[src/rtl/srst_pkg.sv]
`timescale 1ns/1ps
package srst_pkg;
  localparam int unsigned CTRL_OFF    = 32'h10;
  localparam int unsigned STAT_OFF    = 32'h00;
  localparam int unsigned SSR_BIT     = 31;
  localparam int unsigned SER_BIT     = 30;
  localparam int unsigned CRE_BIT     = 15;
  localparam int unsigned ST_SERF_BIT = 0;
  localparam int unsigned ST_WKP_BIT  = 1;
  localparam int unsigned ST_BOOT_LSB = 4;
endpackage

[src/rtl/srst_timer.sv]
`timescale 1ns/1ps
module srst_timer #(
  parameter int unsigned CYCLES  = 16,
  parameter bit          RESTART = 1'b1
) (
  input  logic clk_i,
  input  logic rst_ni,
  input  logic start_i,
  input  logic cancel_i,
  output logic active_o,
  output logic active_nxt_o
);
  localparam int unsigned CW = $clog2(CYCLES + 1);

  logic [CW-1:0] cnt_q, cnt_d;
  logic          load;

  generate
    if (RESTART) begin : g_restart
      assign load = start_i;
    end else begin : g_once
      assign load = start_i && (cnt_q == '0);
    end
  endgenerate

  always_comb begin
    cnt_d = cnt_q;
    if (cancel_i)            cnt_d = '0;
    else if (load)           cnt_d = CW'(CYCLES);
    else if (cnt_q != '0)    cnt_d = cnt_q - CW'(1);
  end

  always_ff @(posedge clk_i or negedge rst_ni) begin
    if (!rst_ni) cnt_q <= '0;
    else         cnt_q <= cnt_d;
  end

  assign active_o     = (cnt_q != '0);
  assign active_nxt_o = (cnt_d != '0);
endmodule

[src/rtl/srst_cfg_latch.sv]
`timescale 1ns/1ps
module srst_cfg_latch #(
  parameter int unsigned BOOT_W = 2,
  parameter int unsigned DELAY  = 4
) (
  input  logic              clk_i,
  input  logic              rst_ni,
  input  logic [BOOT_W-1:0] boot_i,
  input  logic              rst_cfg_i,
  input  logic              wkp_i,
  input  logic              capture_i,
  output logic [BOOT_W-1:0] boot_o,
  output logic              wkp_o
);
  logic [DELAY-1:0][BOOT_W-1:0] hist_q;
  logic [BOOT_W-1:0]            boot_q;
  logic                         wkp_q;

  // hist_q[DELAY-1] holds the pins as sampled DELAY edges ago
  generate
    if (DELAY > 1) begin : g_shift
      always_ff @(posedge clk_i or negedge rst_ni) begin
        if (!rst_ni) hist_q <= '0;
        else         hist_q <= {hist_q[DELAY-2:0], boot_i};
      end
    end else begin : g_single
      always_ff @(posedge clk_i or negedge rst_ni) begin
        if (!rst_ni) hist_q <= '0;
        else         hist_q[0] <= boot_i;
      end
    end
  endgenerate

  always_ff @(posedge clk_i or negedge rst_ni) begin
    if (!rst_ni) begin
      boot_q <= '0;
      wkp_q  <= 1'b0;
    end else if (capture_i) begin
      boot_q <= rst_cfg_i ? hist_q[DELAY-1] : '0;
      wkp_q  <= wkp_i;
    end
  end

  assign boot_o = boot_q;
  assign wkp_o  = wkp_q;
endmodule

[src/rtl/srst_regs.sv]
`timescale 1ns/1ps
module srst_regs
  import srst_pkg::*;
#(
  parameter int unsigned ADDR_W = 8,
  parameter int unsigned DATA_W = 32,
  parameter int unsigned BOOT_W = 2
) (
  input  logic              clk_i,
  input  logic              rst_ni,
  input  logic              wr_en_i,
  input  logic [ADDR_W-1:0] addr_i,
  input  logic [DATA_W-1:0] wdata_i,
  input  logic              ser_active_i,
  input  logic              sys_start_i,
  input  logic [BOOT_W-1:0] boot_st_i,
  input  logic              wkp_st_i,
  output logic              ssr_req_o,
  output logic              ser_set_o,
  output logic              ser_clr_o,
  output logic              cre_o,
  output logic [DATA_W-1:0] rdata_o
);
  logic ctrl_hit, stat_hit, ctrl_wr;
  logic cre_q, serf_q;

  assign ctrl_hit = (addr_i == ADDR_W'(CTRL_OFF));
  assign stat_hit = (addr_i == ADDR_W'(STAT_OFF));
  assign ctrl_wr  = wr_en_i && ctrl_hit;

  assign ssr_req_o = ctrl_wr &&  wdata_i[SSR_BIT];
  assign ser_set_o = ctrl_wr &&  wdata_i[SER_BIT];
  assign ser_clr_o = ctrl_wr && !wdata_i[SER_BIT];

  // enable bit: only the power-on reset brings it back to 1
  always_ff @(posedge clk_i or negedge rst_ni) begin
    if (!rst_ni)      cre_q <= 1'b1;
    else if (ctrl_wr) cre_q <= wdata_i[CRE_BIT];
  end

  always_ff @(posedge clk_i or negedge rst_ni) begin
    if (!rst_ni)          serf_q <= 1'b0;
    else if (ser_set_o)   serf_q <= 1'b1;
    else if (sys_start_i) serf_q <= 1'b0;
  end

  always_comb begin
    rdata_o = '0;
    if (ctrl_hit) begin
      rdata_o[SER_BIT] = ser_active_i;
      rdata_o[CRE_BIT] = cre_q;
    end else if (stat_hit) begin
      rdata_o[ST_SERF_BIT]                = serf_q;
      rdata_o[ST_WKP_BIT]                 = wkp_st_i;
      rdata_o[ST_BOOT_LSB +: BOOT_W]      = boot_st_i;
    end
  end

  assign cre_o = cre_q;

  logic unused_wdata;
  assign unused_wdata = ^wdata_i;
endmodule

[src/rtl/srst_ctrl.sv]
`timescale 1ns/1ps
module srst_ctrl
  import srst_pkg::*;
#(
  parameter int unsigned ADDR_W     = 8,
  parameter int unsigned DATA_W     = 32,
  parameter int unsigned BOOT_W     = 2,
  parameter int unsigned EXT_CYCLES = 16,
  parameter int unsigned SYS_CYCLES = 8,
  parameter int unsigned BOOT_DELAY = 4
) (
  input  logic              clk_i,
  input  logic              rst_ni,
  input  logic              wr_en_i,
  input  logic [ADDR_W-1:0] addr_i,
  input  logic [DATA_W-1:0] wdata_i,
  output logic [DATA_W-1:0] rdata_o,
  input  logic              checkstop_i,
  input  logic [BOOT_W-1:0] boot_cfg_i,
  input  logic              rst_cfg_i,
  input  logic              wkp_cfg_i,
  output logic              rst_out_o,
  output logic              sys_rst_o
);
  logic ssr_req, ser_set, ser_clr, cre;
  logic ser_active, ser_nxt, sys_active, sys_nxt;
  logic sys_go, sys_start, negate;
  logic [BOOT_W-1:0] boot_st;
  logic wkp_st;

  assign sys_go    = ssr_req || (checkstop_i && cre);
  assign sys_start = sys_go && !sys_active;
  // reset output drops on this edge
  assign negate    = (ser_active || sys_active) && !(ser_nxt || sys_nxt);

  srst_regs #(.ADDR_W(ADDR_W), .DATA_W(DATA_W), .BOOT_W(BOOT_W)) u_regs (
    .clk_i        (clk_i),
    .rst_ni       (rst_ni),
    .wr_en_i      (wr_en_i),
    .addr_i       (addr_i),
    .wdata_i      (wdata_i),
    .ser_active_i (ser_active),
    .sys_start_i  (sys_start),
    .boot_st_i    (boot_st),
    .wkp_st_i     (wkp_st),
    .ssr_req_o    (ssr_req),
    .ser_set_o    (ser_set),
    .ser_clr_o    (ser_clr),
    .cre_o        (cre),
    .rdata_o      (rdata_o)
  );

  srst_timer #(.CYCLES(EXT_CYCLES), .RESTART(1'b1)) u_ext_tmr (
    .clk_i        (clk_i),
    .rst_ni       (rst_ni),
    .start_i      (ser_set),
    .cancel_i     (ser_clr),
    .active_o     (ser_active),
    .active_nxt_o (ser_nxt)
  );

  srst_timer #(.CYCLES(SYS_CYCLES), .RESTART(1'b0)) u_sys_tmr (
    .clk_i        (clk_i),
    .rst_ni       (rst_ni),
    .start_i      (sys_go),
    .cancel_i     (1'b0),
    .active_o     (sys_active),
    .active_nxt_o (sys_nxt)
  );

  srst_cfg_latch #(.BOOT_W(BOOT_W), .DELAY(BOOT_DELAY)) u_cfg (
    .clk_i     (clk_i),
    .rst_ni    (rst_ni),
    .boot_i    (boot_cfg_i),
    .rst_cfg_i (rst_cfg_i),
    .wkp_i     (wkp_cfg_i),
    .capture_i (negate),
    .boot_o    (boot_st),
    .wkp_o     (wkp_st)
  );

  assign rst_out_o = ser_active || sys_active;
  assign sys_rst_o = sys_active;
endmodule

[config.mk]
export PLATFORM = sky130hd
export DESIGN_NAME = srst_ctrl
export DESIGN_NICKNAME = d
export VERILOG_FILES = /design/src/rtl/srst_pkg.sv /design/src/rtl/srst_timer.sv /design/src/rtl/srst_cfg_latch.sv /design/src/rtl/srst_regs.sv /design/src/rtl/srst_ctrl.sv
export SDC_FILE = /design/constraint.sdc
export NUM_CORES = 1
export LEC_CHECK = 0
export ABC_AREA = 1
export BUFFER_PORTS_ARGS = -buffer_cell sky130_fd_sc_hd__buf_2
export CAP_MARGIN = 20
export CORE_ASPECT_RATIO = 0.9
export CORE_MARGIN = 5
export CORE_UTILIZATION = 42
export CTS_CLUSTER_DIAMETER = 60
export DETAILED_ROUTE_END_ITERATION = 6
export PLACE_DENSITY = 0.84
export SETUP_SLACK_MARGIN = 0.02
export SLEW_MARGIN = 25
export SYNTH_ARGS = -nofsm -noshare
export SYNTH_HDL_FRONTEND = slang
export SYNTH_SLANG_ARGS = --single-unit
export TNS_END_PERCENT = 30
[constraint.sdc]
create_clock -name clk_i -period 1.8 [get_ports clk_i]
set_input_delay 0.45 -clock clk_i [delete_from_list [all_inputs] [get_ports clk_i]]
set_output_delay 0.45 -clock clk_i [all_outputs]
set_load 0.03 [all_outputs]
# ---- Word-level counts from Yosys, hierarchy flattened
# Cells that the tools add are included.
dict set report totals {
  wordCells 48
  ff_bits 22
  in_bits 48
  output_inout_bits 34
  ramBits 0
  mem_bits_ro 0
  latchBits 0
  memories 0
}
dict set report op_classes {
  shift 0
  add_sub_neg 2
  n_lt_le_gt_ge 0
  mul 0
  mux 14
  n_eq_ne 1
  n_reduce_logical 21
  bitwise_logic 0
  n_div 0
}
# operator count
set ops {}
lappend ops {{$mux 5} 3}
lappend ops {{$mux 2} 5}
lappend ops {{$reduce_bool 5->1} 2}
lappend ops {{$eq 8x5->1 const B} 1}
lappend ops {{$logic_and 1x1->1} 8}
lappend ops {{$logic_not 8->1} 1}
lappend ops {{$mux 4} 2}
lappend ops {{$reduce_bool 4->1} 2}
lappend ops {{$sub 5x1->5 const B} 1}
lappend ops {{$logic_not 4->1} 1}
lappend ops {{$mux 1} 4}
lappend ops {{$sub 4x1->4 const B} 1}
lappend ops {{$logic_not 1->1} 3}
lappend ops {{$logic_or 1x1->1} 3}
lappend ops {{$reduce_bool 2->1} 1}

# ---- Logic depth before layout (Yosys ltp)
# Gate-level depths: netlist of the first run.
dict set report logic_depth {
  depth_word 10
  ltp_mapped 12
  ltp_nobuf 12
}

# ---- Modules after synthesis
# A second synthesis of the first run with hierarchy kept.
dict set report unflattened {
  cells_unflattened 183
  area_unflattened_um2 1383.8
}
# mod instances cells_each area_per_inst_um2 seq_area_each_um2
set modules_own_cells {}
lappend modules_own_cells {srst_regs 1 70 431.7 51.3}
lappend modules_own_cells {{srst_timer at u_ext_tmr} 1 45 334.1 125.1}
lappend modules_own_cells {srst_cfg_latch 1 21 315.3 275.3}
lappend modules_own_cells {{srst_timer at u_sys_tmr} 1 38 265.3 100.1}
lappend modules_own_cells {srst_ctrl 1 9 37.5 0.0}

# ---- Least setup slack after synthesis of the first run
# OpenSTA, ideal clock, no wires.
dict set report synth_path {
  path_type {in2out}
  from {in addr_i[7]}
  to {out rdata_o[15]}
  t_required_ps 1350
  path_slack_ps 85
  n_path_buf 0
  arrival_ps 1265
  cell_stages 5
  path_cell_list {nor2_1 -> nand2_1 -> nor2_1 -> inv_1 -> nor2_1}
}
dict set report synth_via {
  elab_chain_len 2
}
# element line
set synth_lines {}
lappend synth_lines {{start, declared} srst_ctrl.sv:15} ;# input logic [ADDR_W-1:0] addr_i,
lappend synth_lines {{$eq 8x5->1} srst_regs.sv:27} ;# assign ctrl_hit = (addr_i == ADDR_W'(CTRL_OFF));
lappend synth_lines {{$mux 1} srst_regs.sv:49} ;# if (ctrl_hit) begin
lappend synth_lines {{end, declared} srst_ctrl.sv:17} ;# output logic [DATA_W-1:0] rdata_o,
# No other way between the ends.

# ---- Worst setup path in the final report of the first run
dict set report layout_path {
  from {reg u_sys_tmr.cnt_q[0]}
  to {out rst_out_o}
}
dict set report layout_via {
  elab_chain_len 2
}
# element line
set layout_lines {}
lappend layout_lines {{start, declared} srst_timer.sv:15} ;# logic [CW-1:0] cnt_q, cnt_d;
lappend layout_lines {{start signal, assigned} srst_timer.sv:35} ;# else cnt_q <= cnt_d;
lappend layout_lines {{$reduce_bool 4->1} srst_timer.sv:38} ;# assign active_o = (cnt_q != '0);
lappend layout_lines {{$logic_or 1x1->1} srst_ctrl.sv:82} ;# assign rst_out_o = ser_active || sys_active;
lappend layout_lines {{end, declared} srst_ctrl.sv:22} ;# output logic rst_out_o,
# No other way between the ends.

==> results of run 1 <==
-- report_power, final --
| group | switching, mW | leakage (nW) | internal [mW] | total, mW |
|---|---|---|---|---|
| clock network | 0.149 | 0.0279 | 0.225 | 0.374 |
| registers | 0.0907 | 0.266 | 0.649 | 0.740 |
| logic | 0.857 | 0.624 | 0.560 | 1.42 |
| total | 1.10 | 0.918 | 1.43 | 2.53 |
-- how the worst min path moves through the flow --
stage | startpoint | to | slack [ps]
after floorplan | rst_ni | u_cfg.boot_o[0] | 150
after global placement | u_cfg.hist_q[4] | u_cfg.hist_q[6] | 330
after detailed placement | u_cfg.hist_q[5] | u_cfg.hist_q[7] | 340
after CTS | rst_ni | u_cfg.hist_q[6] | 80
after global routing | rst_ni | u_cfg.hist_q[6] | 90
final | rst_ni | u_cfg.hist_q[6] | 70
-- cells by family (layout without fill, tap and decap cells) --
family                   after synthesis  after routing  share of synthesized area, %
AO/OA/AOI/OAI                          9              9                          3.97
XOR/XNOR                               2              2                          1.35
adder cells (fa/ha/maj)                2              2                          1.93
buffers and inverters                 56             73                          23.9
flip-flops                            22             22                          42.6
other                                  1             26                         0.290
AND/OR/NAND/NOR                       70             70                          25.9
-- worst max-delay path: stages, from the launching register on --
cell	delay [ps]
dfrtp_1	410
inv_2	90
ha_4	150
nand3_4	100
nor2_4	150
inv_2	40
buf_6	130
-- repair_timing --
action | in CTS | in global routing
pin swaps | 3 | 7
buffers inserted | 7 | 5
endpoints found under the setup margin | 4 | 10
gates cloned | 0 | 0
resized for setup | 15 | 30
-- per-layer routing --
metal | routed length (um) | vias to the layer above | GRT usage, %
met5 | 0 | - | 0
met4 | 23 | 0 | 3.47
met3 | 136 | 4 | 3.42
met2 | 1450 | 32 | 19.0
met1 | 1080 | 463 | 15.8
li1 | - | 528 | -
-- through the flow --
step	hold slack (ps)	setup TNS, ps	util (%)	power, mW	cell area, um2
global placement	334	0	45.8	1.68	1380
floorplan	154	0	-	1.57	1390
finish	75.0	-42.8	55.6	2.53	1680
global route	94.4	-258	55.6	2.74	1680
CTS	79.6	-68.4	51.0	2.31	1540
detailed placement	338	0	45.8	1.73	1380
-- Yosys cell counts (all sizes together) (2+ instances only) --
library cell   n  area, um2
xor2           2       17.5
buf           26        195
a21oi          4       23.8
nand4          5       31.3
o21ai          4       20.0
nor2          23       98.8
ha             2       25.0
nand3         10       82.6
inv           29        109
dfrtp         21        526
nand2         32        123
-- area by class of cell --
cell class,instances,area share (%)
repair buffers,39,16.3
multi-input cells,109,37.7
flip-flops and latches,22,32.9
inverters,30,6.94
well taps,42,3.13
clock buffers,3,1.34
clock inverters,1,1.79
-- sequential cells by signal, summed over array words and instances (netlist names) --
name,cells
u_cfg.hist_q,8
u_ext_tmr.cnt_q,5
u_sys_tmr.cnt_q,4
u_cfg.boot_o,2
u_cfg.wkp_o,1
u_regs.cre_o,1
u_regs.serf_q,1
==> impl_metrics.ini, run 1 <==
[clocking]
cts.path.max_buffers = 2
cts_sinks = 22
cts_tree = yes
cts_hold_buf = 0
htree_levels = 1
cts_root_buf = clkbuf_4
clk_pin_slew_ps = 120
numCtsBuffers = 3
clk_latency_ps = 310

[place]
place.gp.congestion = 0.793
dpl.hpwl_um = 1900
dp_cells = 230
post-place-ws_ps = 12.4
portBuffers = 26

[floorplanning]
rows = 19
coreArea_um2 = 3020
die_area_um2 = 4290
io_pins = 82
die_w_um = 68.5
dieHeight_um = 62.7
initial_utilization_pct = 42.9

[synthesis]
synth_cells = 162
syn_area_um2 = 1290
avgSynthCellArea_um2 = 7.99
ys_ff_latch = 22
synth_edf_count = 0
yosysWarnings = 0
synth_flop_cell = dfrtp_1
yosysUniqueCellTypes = 23
seq_area_frac_synth_pct = 42.6
async_reset_ff_share_pct = 100

[setup_path]
r2r_cells = 12
crit_end = rst_out_o
critical_path_required_ps = 1350
r2r_start = u_sys_tmr.cnt_q[0]
reg2reg_slack_ps = 120
critPathCaptureType = output pin
reg2reg_to = u_cfg.wkp_o
start_kind = flop
path_class = flop to output pin
worstPathArrival_ps = 1380
path_max_fanout = 4
crit_path_start = u_sys_tmr.cnt_q[0]

[min_path]
hp-class = input pin to asynchronous set/reset pin

[sta]
setup-violations-final = 2
period_needed_ps = 1830
rsz0062_at_grt = true
fmax_ghz = 0.547
maxSlewViolCount = 0
fin_ws_ps = -29.7
period_share_pct = 102
final_hold_viol_count = 0
skew_ps = 9.37

[layout]
stdcell_count = 246
syn_to_final_growth_pct = 29.7
sequential_cell_area_um2 = 552
drive_gt1_share_pct = 39.7
num_antenna_cells = 0
nets = 255
multiInputGateArea_um2 = 632
mostFrequentLayoutCells = 26 x nand2_1, 26 x conb_1, 21 x dfrtp_1
fillers = 278

[routing]
drc = 0
ant_nets = 0
first_iter_violations = 35
first_pass_iters = 4
vias = 1027
routed_wl_um = 2680
wire_per_inst_um = 10.9
vias_per_cell = 4.17

[job]
drv_cap = 0

[global_routing]
grt_pass1_vias = 906
grt_overflow = 0
grt_pass1_wl_um = 3970
antenna_found_initial = 0
grt_max_degree = 23
grt_usage_pct = 12.1

[status]
violations = negative setup slack
run_status = complete, but fails checks

[pwr]
ir_drop_mv = 0.867
power_density_nw_per_um2 = 1510
cellLeakagePower_nw = 0.918
No activity file was read; power rests on OpenSTA's default activity.
==> run 2: changes to the inputs <==
ABC_AREA = default   (was 1)
PLACE_DENSITY = 0.85   (was 0.84)
==> run 2 against run 1 <==
Against the previous run:
- power decreased by 12%
- critical endpoint is now rdata_o[30]
- largest power group unchanged
- synthesized cell count decreased by 24%
- non-clock buffer count increased by 14
- register-to-register slack got worse by 580 ps
- global-route usage increased by 0.41 points
- clock skew decreased by 5.0 ps
- critical path depth unchanged
- the run still ends with negative setup slack left
- highest routed layer unchanged
- sequential power decreased by 2%
==> impl_metrics.ini, run 2 <==
[setup_path]
crit_path_frequent_cell = buf_6
cp_slowest_stage_delay_ps = 480
slowest_stage = or4b_4
critical_path_required_ps = 1350
critPathCaptureType = output pin
start_kind = flop
path_max_fanout = 3
crit_buf_inv = 3
worstPathArrival_ps = 1840
path_class = flop to output pin
path_cells = inv_2 -> ha_4 -> or4b_4 -> buf_6 -> and3_4 -> buf_6
worst_path_dominant_cell_family = simple AND/OR/NAND/NOR gates

[clocking]
clk_latency_ps = 300
numCtsBuffers = 3
clk_pin_slew_ps = 120
cts_hold_buf = 0
cts_tree = yes
cts.path.max_buffers = 2
htree_levels = 1
cts_root_buf = clkbuf_4
cts_sinks = 22

[layout]
fillers = 237
regMostFlops = u_cfg.hist_q
num_antenna_cells = 0
reg_top3 = u_cfg.hist_q x8, u_ext_tmr.cnt_q x5, u_sys_tmr.cnt_q x4
sequential_cell_area_um2 = 552
nets = 228
syn_to_final_growth_pct = 33.2
fin_util_pct = 59.6
mostFrequentLayoutCells = 26 x conb_1, 26 x buf_4, 21 x dfrtp_1
largest_register_ffs = 8
stdcell_count = 217
multiInputGateArea_um2 = 618
drive_gt1_share_pct = 45.8
fin_area_um2 = 1680

[synthesis]
synth_flop_cell = dfrtp_1
avgSynthCellArea_um2 = 10.2
synth.top_cells.by_count = 26 x buf_4, 21 x dfrtp_1, 10 x inv_1
synth_top_area_cell = dfrtp_1
seq_area_frac_synth_pct = 43.8
synth_cells = 123
yosys-top-cells-area = dfrtp_1 42%, buf_4 16%, nor4_4 3.4%
yosysMostFrequentCell = buf_4
yosysUniqueCellTypes = 38
yosysWarnings = 0
yosysTopAreaCellShare_pct = 41.7
synth_edf_count = 0
syn_area_um2 = 1260
async_reset_ff_share_pct = 100
ys_ff_latch = 22

[sta]
setup_tns_ps = -4420
period_share_pct = 127
maxSlewViolCount = 0
skew_ps = 4.38
setup-violations-final = 11
fmax_ghz = 0.437
hold_ws_ps = 77.0
period_needed_ps = 2290
final_hold_viol_count = 0
rsz0062_at_grt = true
fin_ws_ps = -487

[job]
drv_cap = 0

[routing]
first_iter_violations = 31
first_pass_iters = 5
ant_nets = 0
drc = 0
vias_per_cell = 4.41
routed_wl_um = 2540
wire_per_inst_um = 11.7
vias = 958

[floorplanning]
initial_utilization_pct = 44.7
die_area_um2 = 4190
io_pins = 82
coreArea_um2 = 2820
dieHeight_um = 61.9
die_w_um = 67.7
rows = 18

[pwr]
cellLeakagePower_nw = 0.843
share_seq_of_total_power_pct = 32.5
switching_share_pct = 38.6
finalPower_mw = 2.22
ir_drop_mv = 0.938
switchingPower_mw = 0.858
power_density_nw_per_um2 = 1330
p_int_mw = 1.36
power.share.clock_pct = 10.5
power_frac_comb_pct = 57.0

[global_routing]
antenna_found_initial = 0
grt_pass1_wl_um = 3860
grt_usage_pct = 12.5
grt_pass1_vias = 860
grt_max_degree = 23
grt_overflow = 0

[place]
dp_cells = 210
dpl.hpwl_um = 2020
place.gp.congestion = 0.890
place_area_um2 = 1540
portBuffers = 26
post-place-ws_ps = -520

[status]
violations = negative setup slack
run_status = complete, but fails checks

[min_path]
hp-class = input pin to asynchronous set/reset pin
## run 2: changes by cell type in the layout (fill, tap and decap cells not counted), sizes merged, moves of 3 or more
cell and delta:
xnor2 +3, nor2 -16, and3 +4, nand3 -6, nand2 -25, nor4 +3, buf +15, nand4 -5
mux2i +3, inv -19, and2 +4
## run 2: repair_timing
item	CTS	global route
buffers inserted	2	1
gates cloned	0	0
pin swaps	3	2
resized for setup	24	4
setup endpoints to repair	15	15
## run 2: area by class of cell
cell class,count,share of cell area [%]
Clock buffer,4,1.57
Inverter,10,2.24
Timing Repair Buffer,53,23.4
Tap cell,40,2.99
Sequential cell,22,32.9
Multi-Input combinational cell,88,36.9
## run 2: routing by layer
metal | vias up | part of all wire [%] | wire, um | global-route usage (%)
li1 | 471 | - | - | -
met4 | 0 | 1.2 | 30 | 3.47
met1 | 433 | 41 | 1030 | 16.6
met5 | - | 0 | 0 | 0
met2 | 50 | 46 | 1170 | 19.3
met3 | 4 | 12 | 304 | 4.50
## run 2: cells by family (layout without fill, tap and decap cells)
group                      after synthesis  count (layout)  synth area share (%)
AOI/OAI and AO/OA                       16              16                  9.34
xor gates and xnor gates                 3               3                  2.09
adders and majority gates                2               2                  1.99
buffers and inverters                   38              67                  19.8
DFF                                     22              22                  43.8
muxes                                    5               5                  4.47
other                                    1              26                 0.298
and+or+nand+nor                         36              36                  18.2
## run 2: power by group through the flow
stage	clock network, mW	registers (mW)	logic, mW
CTS	0.238	0.723	1.22
detailed placement	0	0.731	1.16
global placement	0	0.725	1.13
floorplan	0	0.754	0.750
finish	0.234	0.722	1.27
global route	0.263	0.738	1.38
## run 2: final timing paths
check                                   startpoint                 end  slack [ps]  cells after the start
min in group clk_i                   boot_cfg_i[0]     u_cfg.hist_q[0]         240                      1
worst min register to register     u_cfg.hist_q[3]     u_cfg.hist_q[5]         360                      0
worst min-delay path                        rst_ni  u_ext_tmr.cnt_q[1]          80                      1
max in group asynchronous                   rst_ni        u_regs.cre_o        1370                      1
worst max register to register  u_ext_tmr.cnt_q[1]         u_cfg.wkp_o        -460                      9
worst max-delay path            u_ext_tmr.cnt_q[1]         rdata_o[30]        -490                      6
## run 2: worst register-to-register path: cells and delay by family (launching register included)
family	cells	cell delay, ps
fa+ha+maj	1	130
compound gates	2	330
flops	1	410
mux	1	310
simple gates	3	720
buf+inv	2	240
